[src/rtl/bif_pkg.sv]
package bif_pkg;

    localparam int unsigned STS_BYTES = 4;

    typedef enum logic [1:0] {
        PH_HDR,
        PH_BODY,
        PH_PAD,
        PH_DRAIN
    } phase_e;

    typedef struct packed {
        logic done;
        logic trunc;
        logic flagged;
        logic oversize;
    } xfer_evt_t;

    function automatic logic len_is_zero(input logic [31:0] v, input int unsigned w);
        logic z;
        z = 1'b1;
        for (int i = 0; i < 32; i++) begin
            if (i < int'(w) && v[i]) z = 1'b0;
        end
        return z;
    endfunction

endpackage

[src/rtl/bif_hdr_asm.sv]
module bif_hdr_asm #(
    parameter int unsigned NB = 4
) (
    input  logic              clk,
    input  logic              rst,
    input  logic              take,
    input  logic              restart,
    input  logic [7:0]        in_byte,
    output logic              hdr_final,
    output logic [8*NB-1:0]   word
);
    localparam int unsigned IW = (NB > 1) ? $clog2(NB) : 1;

    logic [IW-1:0] idx;

    assign hdr_final = (idx == IW'(NB - 1));

    always_ff @(posedge clk) begin
        if (rst) begin
            idx <= '0;
        end else if (take) begin
            idx <= (restart || hdr_final) ? '0 : idx + 1'b1;
        end
    end

    generate
        for (genvar g = 0; g < int'(NB) - 1; g++) begin : g_held
            logic [7:0] held;
            always_ff @(posedge clk) begin
                if (rst) begin
                    held <= '0;
                end else if (take && idx == IW'(g)) begin
                    held <= in_byte;
                end
            end
            assign word[8*g +: 8] = held;
        end
    endgenerate

    assign word[8*(NB-1) +: 8] = in_byte;

endmodule

[src/rtl/bif_align_ctr.sv]
module bif_align_ctr #(
    parameter int unsigned AL = 4
) (
    input  logic clk,
    input  logic rst,
    input  logic step,
    input  logic restart,
    output logic wrap
);
    localparam int unsigned PW = (AL > 1) ? $clog2(AL) : 1;

    logic [PW-1:0] pos;

    assign wrap = (pos == PW'(AL - 1));

    always_ff @(posedge clk) begin
        if (rst) begin
            pos <= '0;
        end else if (step) begin
            pos <= (restart || wrap) ? '0 : pos + 1'b1;
        end
    end

endmodule

[src/rtl/bif_len_ctr.sv]
module bif_len_ctr #(
    parameter int unsigned LEN_W = 14,
    parameter int unsigned CHK   = 4
) (
    input  logic             clk,
    input  logic             rst,
    input  logic             load,
    input  logic [LEN_W-1:0] len,
    input  logic             step,
    output logic             is_payload,
    output logic             is_final_payload,
    output logic             is_final
);
    logic [LEN_W-1:0] rem;

    assign is_payload       = (rem > LEN_W'(CHK));
    assign is_final_payload = (rem == LEN_W'(CHK + 1));
    assign is_final         = (rem == LEN_W'(1));

    always_ff @(posedge clk) begin
        if (rst) begin
            rem <= '0;
        end else if (load) begin
            rem <= len;
        end else if (step) begin
            rem <= rem - 1'b1;
        end
    end

endmodule

[src/rtl/bif_deframer.sv]
module bif_deframer
    import bif_pkg::*;
#(
    parameter int unsigned LEN_W       = 14,
    parameter int unsigned LEN_LSB     = 16,
    parameter int unsigned ERR_BIT     = 15,
    parameter int unsigned CHK_BYTES   = 4,
    parameter int unsigned ALIGN_BYTES = 4
) (
    input  logic       clk,
    input  logic       rst,
    input  logic [7:0] in_data,
    input  logic       in_valid,
    input  logic       in_end,
    output logic       in_ready,
    output logic [7:0] out_data,
    output logic       out_valid,
    output logic       out_last,
    input  logic       out_ready,
    output logic       xfer_done,
    output logic       err_trunc,
    output logic       err_flagged,
    output logic       err_oversize
);
    localparam int unsigned STS_W = 8 * STS_BYTES;

    phase_e            phase, phase_nxt;
    logic              acc, fwd;
    logic              hdr_final;
    logic [STS_W-1:0]  hdr_word;
    logic [LEN_W-1:0]  hdr_len;
    logic              hdr_err, hdr_zero;
    logic              al_wrap;
    logic              len_load;
    logic              is_payload, is_final_payload, is_final;
    xfer_evt_t         evt;
    logic              hdr_unused;

    assign hdr_len    = hdr_word[LEN_LSB +: LEN_W];
    assign hdr_err    = hdr_word[ERR_BIT];
    assign hdr_zero   = len_is_zero(32'(hdr_len), LEN_W);
    assign hdr_unused = ^hdr_word;

    assign fwd       = (phase == PH_BODY) && is_payload;
    assign in_ready  = fwd ? out_ready : 1'b1;
    assign acc       = in_valid && in_ready;
    assign out_data  = in_data;
    assign out_valid = in_valid && fwd;
    assign out_last  = out_valid && (is_final_payload || in_end);

    bif_hdr_asm #(.NB(STS_BYTES)) u_hdr (
        .clk       (clk),
        .rst       (rst),
        .take      (acc && phase == PH_HDR),
        .restart   (in_end),
        .in_byte   (in_data),
        .hdr_final (hdr_final),
        .word      (hdr_word)
    );

    bif_align_ctr #(.AL(ALIGN_BYTES)) u_align (
        .clk     (clk),
        .rst     (rst),
        .step    (acc),
        .restart (in_end),
        .wrap    (al_wrap)
    );

    bif_len_ctr #(.LEN_W(LEN_W), .CHK(CHK_BYTES)) u_len (
        .clk              (clk),
        .rst              (rst),
        .load             (len_load),
        .len              (hdr_len),
        .step             (acc && phase == PH_BODY),
        .is_payload       (is_payload),
        .is_final_payload (is_final_payload),
        .is_final         (is_final)
    );

    always_comb begin
        phase_nxt = phase;
        len_load  = 1'b0;
        evt       = '0;
        unique case (phase)
            PH_HDR: begin
                if (acc) begin
                    if (!hdr_final) begin
                        evt.trunc = in_end;
                    end else if (hdr_err) begin
                        evt.flagged = 1'b1;
                        phase_nxt   = in_end ? PH_HDR : PH_DRAIN;
                    end else if (in_end) begin
                        evt.done     = hdr_zero;
                        evt.oversize = !hdr_zero;
                    end else if (!hdr_zero) begin
                        len_load  = 1'b1;
                        phase_nxt = PH_BODY;
                    end
                end
            end
            PH_BODY: begin
                if (acc) begin
                    if (in_end) begin
                        evt.done     = is_final;
                        evt.oversize = !is_final;
                        phase_nxt    = PH_HDR;
                    end else if (is_final) begin
                        phase_nxt = al_wrap ? PH_HDR : PH_PAD;
                    end
                end
            end
            PH_PAD: begin
                if (acc) begin
                    if (in_end) begin
                        evt.done  = 1'b1;
                        phase_nxt = PH_HDR;
                    end else if (al_wrap) begin
                        phase_nxt = PH_HDR;
                    end
                end
            end
            default: begin
                if (acc && in_end) phase_nxt = PH_HDR;
            end
        endcase
    end

    always_ff @(posedge clk) begin
        if (rst) phase <= PH_HDR;
        else     phase <= phase_nxt;
    end

    assign xfer_done    = evt.done;
    assign err_trunc    = evt.trunc;
    assign err_flagged  = evt.flagged;
    assign err_oversize = evt.oversize;

endmodule

[config.mk]
export PLATFORM = sky130hd
export DESIGN_NAME = bif_deframer
export DESIGN_NICKNAME = d
export VERILOG_FILES = /design/src/rtl/bif_pkg.sv /design/src/rtl/bif_hdr_asm.sv /design/src/rtl/bif_align_ctr.sv /design/src/rtl/bif_len_ctr.sv /design/src/rtl/bif_deframer.sv
export SDC_FILE = /design/constraint.sdc
export NUM_CORES = 1
export LEC_CHECK = 0
export BUFFER_PORTS_ARGS = -buffer_cell sky130_fd_sc_hd__buf_2
export CAP_MARGIN = 5
export CORE_ASPECT_RATIO = 2
export CORE_MARGIN = 2
export CORE_UTILIZATION = 27
export DETAILED_ROUTE_END_ITERATION = 6
export MAX_ROUTING_LAYER = met4
export PLACE_DENSITY = 0.56
export SLEW_MARGIN = 10
export SYNTH_ARGS = -nofsm -noshare
export SYNTH_HDL_FRONTEND = slang
export SYNTH_SLANG_ARGS = --single-unit
export TNS_END_PERCENT = 5
[constraint.sdc]
create_clock -name clk -period 4.6 [get_ports clk]
set_input_delay 0.46 -clock clk [delete_from_list [all_inputs] [get_ports clk]]
set_output_delay 0.46 -clock clk [all_outputs]
set_load 0.005 [all_outputs]
==> results of run 1 <==
[area by class of cell]
cell class,count,area (um^2)
Fill cell,776,4721
Sequential cell,29,580.6
Tap cell,90,112.6
Clock inverter,1,30.03
Multi-Input combinational cell,174,1194
Clock buffer,7,142.6
Inverter,15,56.30
Timing Repair Buffer,30,157.7
[kinds of logic after synthesis]
logic type	count (synthesis)
xor+xnor	1
buf+inv	39
flops	29
fa+ha+maj	11
compound gates	67
simple gates	92
mux	3
[per-stage QoR]
step / utilization [%] / power [uW] / std cells / instance area (um^2)
2_1_floorplan: - / 291.7 / 242 / 1954
3_3_place_gp: 30.04 / 306.8 / 338 / 2101
3_5_place_dp: 30.04 / 307.1 / 338 / 2101
4_1_cts: 32.50 / 697.8 / 346 / 2273
5_1_grt: 32.50 / 712.1 / 346 / 2273
6_report: 32.50 / 692.5 / 346 / 2273
[placed cells by master (no fill, tap or decap), types with 9 or more instances in the layout]
cell type / Yosys / layout
a21oi_1: 13 / 13
a311oi_1: 11 / 11
buf_2: 3 / 27
dfxtp_1: 29 / 29
ha_1: 11 / 11
inv_1: 15 / 15
nand2_1: 9 / 9
nand3_1: 14 / 14
nor3_1: 14 / 14
nor4_1: 10 / 10
o21ai_0: 17 / 17
o31ai_1: 9 / 9
[cell usage after synthesis, drive strengths merged (9+ instances only)]
cell type | instances | area share, %
buf | 11 | 3.8
nand2 | 9 | 1.7
clkbuf | 13 | 2.5
dfxtp | 29 | 30
a311oi | 11 | 4.9
nand3 | 14 | 3.6
inv | 15 | 2.9
nor3 | 15 | 4.1
o21ai | 17 | 4.4
o31ai | 9 | 3.5
a21oi | 13 | 3.3
nor4 | 10 | 3.2
ha | 11 | 7.0
[worst max-delay path by stage]
| stage | to | slack (ns) |
|---|---|---|
| 2_1_floorplan | err_flagged | 2.21 |
| 3_3_place_gp | err_oversize | 1.65 |
| 3_5_place_dp | err_oversize | 1.59 |
| 4_1_cts | err_oversize | 1.27 |
| 5_1_grt | err_oversize | 1.13 |
| 6_report | err_oversize | 1.20 |
[power by group through the flow]
stage	Combinational, uW	Clock [uW]	Sequential (uW)
CTS	44.8	396	257
global placement	44.2	0	263
finish	44.9	390	257
floorplan	29.9	0	262
detailed placement	44.5	0	263
global route	49.2	405	258
[layer usage]
layer,global-route usage [%],wire [um],up-vias
met2,25.06,3076,60
met5,-,0,-
li1,-,-,943
met1,15.02,2210,925
met4,10.64,273,0
met3,1.897,178,15
[sequential cells by signal, indices dropped and copies added (netlist names)]
name               count
phase                  2
u_align.pos            2
u_hdr.g_held.held      9
u_hdr.idx              2
u_len.rem             14
[tightest hold or removal path, stage by stage]
cell	delay, ns
buf_2	0.10
nand3_1	0.06
a21oi_1	0.05
==> reports/results.tsv, run 1 <==
stage	metric	value	unit
floorplan	die area	7976	um^2
global_routing	GRT Resource Usage Total	14.71	%
clock_tree	CTS Buffer Depth	2	
global_routing	vias in the first global route	1773	
clock_tree	post-CTS sizing	0	
logic_synthesis	Synth Area in Compound Gates	24.33	%
clock_tree	CTS clk-pin slew, worst paths	0.05	ns
power	clock share of power	56.3	%
critical_path	largest stage delay on the critical path	0.74	ns
floorplan	Die Span Y	124.3	um
detailed_routing	initial detailed-routing violation count	63	
critical_path	WP depth	9	
power	P_sw	151.6	uW
clock_tree	H-Tree Depth	2	
detailed_routing	vias per cell	5.616	
clock_tree	CTS root buffer	clkbuf_16	
clock_tree	number of setup buffers added after CTS	0	
placement	Post-Place Setup Slack	1.585	ns
timing	Slew Limit Fails	0	
min_path	Hold Crit Start	in_data[6]	
detailed_routing	Routed Antenna Nets	0	
min_path	WHS Path Cells	3	
detailed_routing	total number of vias	1943	
timing	worst slew pin tran	0.8640	ns
power	Comb power frac	6.5	%
logic_synthesis	mapped cell area	1954	um^2
outcome	status	completed	
global_routing	largest net degree at the start of global routing	29	
power	LEAKAGE	0.0008381	uW
critical_path	WS Path Type	flop to primary output	
logic_synthesis	post-synthesis async set-or-reset flop share	0	%
timing	hold slack	0.4439	ns
logic_synthesis	Yosys cell types	45	
logic_synthesis	Seq/Total Area, Yosys	29.71	%
logic_synthesis	top_reg_cell synth	dfxtp_1	
detailed_routing	DR WL/cell	16.59	um
placement	GPL Wtd Cong	0.7720	
power	peak supply drop	154.0	uV
timing	Setup WS post-layout	1.204	ns
timing	setup TNS	0	ns
power	total internal power	541.0	uW
floorplan	Core Box Area	6994	um^2
timing	relative slew slack	41.87	%
clock_tree	worst skew pair latency	0.28	ns
logic_synthesis	Post-Synth XOR/XNOR Area	0.4481	%
min_path	Hold Path End	u_hdr.g_held[2].held[6]	
detailed_routing	Routed WL	5739	um
timing	unrepaired setup endpoints after global routing	no	
global_routing	first-pass GRT wire length	8825	um
clock_tree	number of buffers created by CTS	5	
layout	Area Overhead vs Synth	16.33	%
layout	fin nets	279	
global_routing	initial antenna violation count	0	
logic_synthesis	number of synthesized flops with an enable pin	0	
power	PD cells	304.6	nW/um^2
logic_synthesis	largest family of logic cells by synthesized area	simple AND/OR/NAND/NOR gates	
timing	Setup Viol. Count Final	0	
critical_path	critical path peak fanout	28	
global_routing	GRT overflow	0	
critical_path	CP Data Required Time	4.14	ns
critical_path	WP buf/inv	4	
timing	final hold vios	0	
timing	clock skew	0.007222	ns
timing	Final min period	3.396	ns
floorplan	IO Count	28	
logic_synthesis	post-synthesis register bit count	29	
detailed_routing	# DRC	0	
critical_path	Top delay family on crit path	simple AND/OR/NAND/NOR gates	
logic_synthesis	Synth Area in Simple Gates	27.72	%
clock_tree	CTS Hold Bufs	0	
logic_synthesis	YS warnings	0	
critical_path	slowest cell on the critical path	or4_1	
critical_path	Worst Path Arrival	2.94	ns
floorplan	Die Width	64.16	um
power	Reg power frac	37.2	%
layout	number of diodes	0	
timing	fmax	294.4	MHz
power	Sw Share	21.89	%
critical_path	Cell Chain, Critical Path	or4_1 > nor3_2 > a21boi_2 > buf_4 > inv_1 > buf_4 > nand4_1 > a21boi_0 > buf_2	
clock_tree	clock sink count	29	
detailed_routing	drt first pass iters	4	
layout	share of post-route cells with drive strength above 1	17.97	%
floorplan	initial core utilization	27.94	%
critical_path	Startpoint Class	flop	
logic_synthesis	post-synthesis mux area share	1.536	%
logic_synthesis	Synth Net Count	266	
logic_synthesis	synthesized area per cell	8.076	um^2
logic_synthesis	Post-Synth Adder-Cell Area	7.042	%
clock_tree	CTS tree	yes	
timing	Tcrit/Tclk final	73.83	%
flow_run	max_cap viols	0	
critical_path	Worst R2R Path Depth	8	
critical_path	crit path from	u_len.rem[4]	
placement	port bufs	27	
placement	hpwl dp	4286	um
floorplan	# rows	43	
critical_path	reg2reg start	u_len.rem[4]	
critical_path	Top cell by count, worst path	buf_4	
logic_synthesis	Mapped Cells	242	
critical_path	FF-to-FF End	u_len.rem[1]	
critical_path	r2r setup slk	1.72	ns
min_path	class of the worst hold path	primary input to flop	
critical_path	endpoint class of the critical path	primary output	
Note: power is estimated with default switching activity, not from simulation.
==> inputs of run 2 (changes only) <==
Clock period 4.6 ns to 3.5 ns, I/O delays scaled along.
==> run 2 against run 1 <==
Sequential power grew 32%. Combinational power grew 29%. Power grew 18%. Sequential cell count unchanged. Routed wire length fell by 2.2%. Count of clock-buffer cells in the layout shrank 1. Clock power up 6.9%. Clock skew decreased by 0.00075 ns. Global-route usage rose by 0.72 points. Non-clock buffer count increased by 1. Critical path depth decreased by 2. Critical path type unchanged. Highest routed layer unchanged.
==> reports/results.tsv, run 2 (synthesized netlist as in run 1, its figures left out) <==
stage	metric	value	unit
critical_path	crit path from	u_len.rem[4]	
clock_tree	clock sink count	29	
critical_path	FF-to-FF End	u_len.rem[1]	
timing	setup TNS	0	ns
timing	worst slew pin tran	0.7284	ns
global_routing	vias in the first global route	1839	
timing	unrepaired setup endpoints after global routing	no	
critical_path	Worst R2R Path Depth	7	
clock_tree	post-CTS sizing	0	
clock_tree	number of buffers created by CTS	5	
global_routing	initial antenna violation count	0	
clock_tree	worst skew pair latency	0.28	ns
clock_tree	CTS clk-pin slew, worst paths	0.05	ns
clock_tree	CTS root buffer	clkbuf_16	
floorplan	Die Span Y	124.3	um
power	Comb power frac	7.1	%
critical_path	endpoint class of the critical path	primary output	
timing	Setup WS post-layout	0.6647	ns
detailed_routing	# DRC	0	
critical_path	r2r setup slk	0.88	ns
power	total internal power	616.3	uW
layout	fin nets	280	
detailed_routing	DR WL/cell	16.17	um
floorplan	Die Width	64.16	um
global_routing	GRT Resource Usage Total	15.44	%
power	P_sw	197.5	uW
floorplan	# rows	43	
timing	fmax	352.7	MHz
timing	Setup Viol. Count Final	0	
power	Reg power frac	41.6	%
critical_path	reg2reg start	u_len.rem[4]	
placement	GPL Wtd Cong	0.7965	
timing	final hold vios	0	
layout	Largest regs	u_len.rem x14, u_hdr.g_held.held x9	
flow_run	max_cap viols	0	
floorplan	Core Box Area	6994	um^2
floorplan	IO Count	28	
layout	number of flip-flops in the largest register	14	
clock_tree	CTS tree	yes	
clock_tree	number of setup buffers added after CTS	0	
power	clock share of power	51.3	%
critical_path	Worst Path Arrival	2.49	ns
floorplan	initial core utilization	27.94	%
floorplan	die area	7976	um^2
layout	most frequent cells in the layout	29 x dfxtp_1, 27 x buf_2, 17 x o21ai_0, 15 x inv_1	
placement	hpwl dp	4261	um
clock_tree	CTS Hold Bufs	0	
layout	Area Overhead vs Synth	14.98	%
layout	Final Instance Area	2247	um^2
timing	Slew Limit Fails	0	
power	Sw Share	24.26	%
power	LEAKAGE	0.0008287	uW
detailed_routing	initial detailed-routing violation count	105	
placement	Post-Place Setup Slack	0.9035	ns
detailed_routing	Routed WL	5612	um
timing	relative slew slack	50.99	%
global_routing	largest net degree at the start of global routing	29	
placement	dpl cell area	2108	um^2
layout	number of diodes	0	
layout	share of post-route cells with drive strength above 1	18.29	%
detailed_routing	drt first pass iters	4	
placement	port bufs	27	
timing	Tcrit/Tclk final	81.01	%
power	peak supply drop	172.1	uV
timing	Final min period	2.835	ns
detailed_routing	Routed Antenna Nets	0	
critical_path	CP Data Required Time	3.15	ns
global_routing	GRT overflow	0	
critical_path	crit path to	err_trunc	
outcome	status	completed	
detailed_routing	vias per cell	5.597	
detailed_routing	total number of vias	1942	
timing	clock skew	0.006468	ns
clock_tree	H-Tree Depth	2	
global_routing	first-pass GRT wire length	9252	um
critical_path	WS Path Type	flop to primary output	
layout	commonest non-fill, non-tap cell in the layout	dfxtp_1	
min_path	class of the worst hold path	primary input to flop	
power	PD cells	362.2	nW/um^2
critical_path	critical path peak fanout	9	
critical_path	Startpoint Class	flop	
layout	Top reg by flops	u_len.rem	
clock_tree	CTS Buffer Depth	2	
[run 2: worst max-delay path, cell delays in order, from the launching register on]
cell and delay [ns]:
dfxtp_1 0.37, or4_1 0.72, nor3_2 0.31, a21boi_2 0.09
inv_1 0.13, and3_1 0.28, and3_1 0.19, buf_2 0.11
[run 2: power groups by stage]
stage / registers, uW / logic (uW) / clock network (uW)
2_1_floorplan: 344 / 39.3 / 0
5_1_grt: 339 / 65.0 / 436
4_1_cts: 338 / 58.8 / 424
3_3_place_gp: 345 / 58.7 / 0
6_report: 339 / 58.1 / 417
3_5_place_dp: 345 / 58.6 / 0
[run 2: worst min-delay path by stage]
stage                         from                      end  slack [ns]  cells past startpoint
floorplan           u_align.pos[1]           u_align.pos[1]        0.45                      2
global route            in_data[6]  u_hdr.g_held[2].held[6]        0.37                      3
global placement    u_align.pos[1]           u_align.pos[1]        0.46                      2
detailed placement  u_align.pos[1]           u_align.pos[1]        0.48                      2
finish                  in_data[6]  u_hdr.g_held[2].held[6]        0.34                      3
CTS                     in_data[6]  u_hdr.g_held[2].held[6]        0.34                      3
[run 2: stage by stage]
step                instances  total power, uW  utilization, %  hold WS (ns)
finish                    347            813.8           32.13        0.3395
global route              347            839.9           32.13        0.3666
CTS                       347            820.9           32.13        0.3366
detailed placement        339            403.9           30.14        0.4761
global placement          339            403.9           30.14        0.4644
floorplan                 242            383.4               -        0.4536
[run 2: routing by layer]
layer | vias to the layer above | part of all wire, % | GRT usage [%] | wire length [um]
li1 | 949 | - | - | -
met1 | 930 | 38 | 16.40 | 2150
met2 | 49 | 55 | 26.10 | 3076
met3 | 14 | 2.9 | 2.439 | 161
met4 | 0 | 4.0 | 9.512 | 223
met5 | - | 0 | - | 0
[run 2: cell type report]
type | count | area [um^2]
inverters | 15 | 56.30
flip-flops and latches | 29 | 580.6
multi-input cells | 174 | 1194
fillers | 775 | 4747
clock inverters | 2 | 10.01
clock buffers | 6 | 128.9
well taps | 90 | 112.6
repair buffers | 31 | 165.2
==> inputs of run 3 (changes only) <==
Settings changed: PLACE_DENSITY 0.56 to 0.57.
Clock period 3.5 ns to 2.3 ns, I/O delays scaled along.
==> run 3 against run 2 <==
The flow now finishes with violations (negative setup slack). Utilization grew 4.3 points. Via count grew 6.8%. Largest cell class unchanged. Hold slack lost 0.12 ns. Power grew 70%. Clock power grew 85%. Sequential cell count is the same.
==> reports/results.tsv, run 3 (synthesized netlist as in run 1, its figures left out) <==
stage	metric	value	unit
critical_path	crit path from	u_len.rem[4]	
layout	Top reg by flops	u_len.rem	
detailed_routing	# DRC	0	
critical_path	r2r setup slk	0.09	ns
detailed_routing	wire length on met2	3572	um
critical_path	reg2reg start	u_len.rem[8]	
detailed_routing	initial detailed-routing violation count	70	
global_routing	largest net degree at the start of global routing	29	
timing	worst slew pin tran	0.5622	ns
detailed_routing	total number of vias	2075	
outcome	status	finished, violations left	
min_path	Hold Crit Start	in_data[6]	
clock_tree	number of buffers created by CTS	5	
timing	fmax	426.9	MHz
clock_tree	CTS root buffer	clkbuf_16	
placement	GPL Wtd Cong	0.8342	
min_path	class of the worst hold path	primary input to flop	
min_path	WHS Path Cells	3	
floorplan	Core Box Area	6994	um^2
outcome	failing checks	negative setup slack	
layout	most frequent cells in the layout	27 x buf_2, 24 x dfxtp_1, 22 x buf_4, 15 x o21ai_0, 14 x nand3_1	
timing	Tcrit/Tclk final	101.9	%
critical_path	CP Data Required Time	2.07	ns
clock_tree	clock sink count	29	
timing	Slew Limit Fails	0	
floorplan	die area	7976	um^2
power	LEAKAGE	0.0009647	uW
layout	commonest non-fill, non-tap cell in the layout	buf_2	
clock_tree	worst skew pair latency	0.28	ns
critical_path	Worst R2R Path Depth	6	
critical_path	WS Path Type	flop to primary output	
floorplan	# rows	43	
global_routing	first-pass GRT wire length	9963	um
timing	Final min period	2.343	ns
detailed_routing	metal3 WL	163	um
power	peak supply drop	450.3	uV
placement	port bufs	27	
detailed_routing	Top Layer Used	met4	
timing	clock skew	0.003500	ns
global_routing	GRT Resource Usage Total	16.68	%
layout	fin util	36.39	%
layout	fin nets	302	
clock_tree	CTS clk-pin slew, worst paths	0.05	ns
critical_path	endpoint class of the critical path	primary output	
timing	final hold vios	0	
floorplan	Die Span Y	124.3	um
detailed_routing	Routed WL	6249	um
timing	Setup WS post-layout	-0.04265	ns
placement	hpwl dp	4630	um
timing	relative slew slack	62.52	%
layout	Largest regs	u_len.rem x14, u_hdr.g_held.held x9	
timing	Setup Viol. Count Final	2	
layout	share of post-route cells with drive strength above 1	31.18	%
critical_path	FF-to-FF End	u_len.rem[8]	
clock_tree	CTS Hold Bufs	0	
timing	unrepaired setup endpoints after global routing	yes	
critical_path	critical path peak fanout	4	
clock_tree	CTS Buffer Depth	2	
layout	number of diodes	0	
timing	hold slack	0.2198	ns
power	PD cells	544.4	nW/um^2
global_routing	initial antenna violation count	0	
global_routing	GRT overflow	0	
global_routing	vias in the first global route	2096	
detailed_routing	Routed Antenna Nets	0	
clock_tree	CTS tree	yes	
detailed_routing	DRT met1 WL	2195	um
detailed_routing	DR WL/cell	16.93	um
layout	Area Overhead vs Synth	30.22	%
critical_path	Startpoint Class	flop	
min_path	Hold Path End	u_hdr.g_held[2].held[6]	
floorplan	Die Width	64.16	um
layout	Layout Cells excl Fill	369	
placement	placed insts	357	
critical_path	Worst Path Arrival	2.11	ns
power	Tot Pwr	1385	uW
detailed_routing	drt first pass iters	4	
detailed_routing	vias per cell	5.623	
layout	number of flip-flops in the largest register	14	
flow_run	max_cap viols	0	
floorplan	IO Count	28	
floorplan	initial core utilization	27.94	%
clock_tree	H-Tree Depth	2	
[run 3: worst max path at each step]
stage | to | slack (ns) | depth (start not counted)
6_report | xfer_done | -0.04 | 7
3_5_place_dp | phase[1] | 0.02 | 5
2_1_floorplan | phase[0] | 0.03 | 6
5_1_grt | xfer_done | -0.09 | 7
4_1_cts | xfer_done | -0.03 | 8
3_3_place_gp | phase[0] | 0.02 | 5
[run 3: worst max-delay path, stage by stage (launching register included)]
cell and delay, ns:
dfxtp_2 0.31, or4_4 0.58, buf_6 0.15, nor4_4 0.28, o21ai_1 0.10, o31ai_2 0.08
and4b_1 0.22, buf_2 0.10
[run 3: area by class of cell]
type / instances / area [um^2]
inverters: 15 / 56.30
well taps: 90 / 112.6
fillers: 758 / 4449
flip-flops and latches: 29 / 589.3
clock buffers: 7 / 142.6
multi-input cells: 174 / 1260
repair buffers: 53 / 354.1
clock inverters: 1 / 30.03
[run 3: layer usage]
metal	vias up	global-route usage, %
li1	989	-
met1	1010	15.23
met2	54	30.70
met3	22	2.258
met4	0	11.26
met5	-	-
[run 3: timing repair]
item,CTS,global route
endpoints found under the setup margin,7,9
resized for setup,23,5
buffers inserted,4,0
pin swaps,11,6
[run 3: through the flow]
stage	cell area (um^2)	TNS, ns	setup slack (ns)
3_3_place_gp	2256	0	0.02437
3_5_place_dp	2256	0	0.02320
4_1_cts	2526	-0.02596	-0.02596
5_1_grt	2545	-0.3035	-0.08953
6_report	2545	-0.04378	-0.04265
2_1_floorplan	1954	0	0.03121
[run 3: report_power, final]
group	switching, uW	internal, uW	leakage, uW
clock	232	540	0.0000841
sequential	5.81	508	0.000237
combinational	58.8	40.5	0.000644
total	296	1090	0.000965
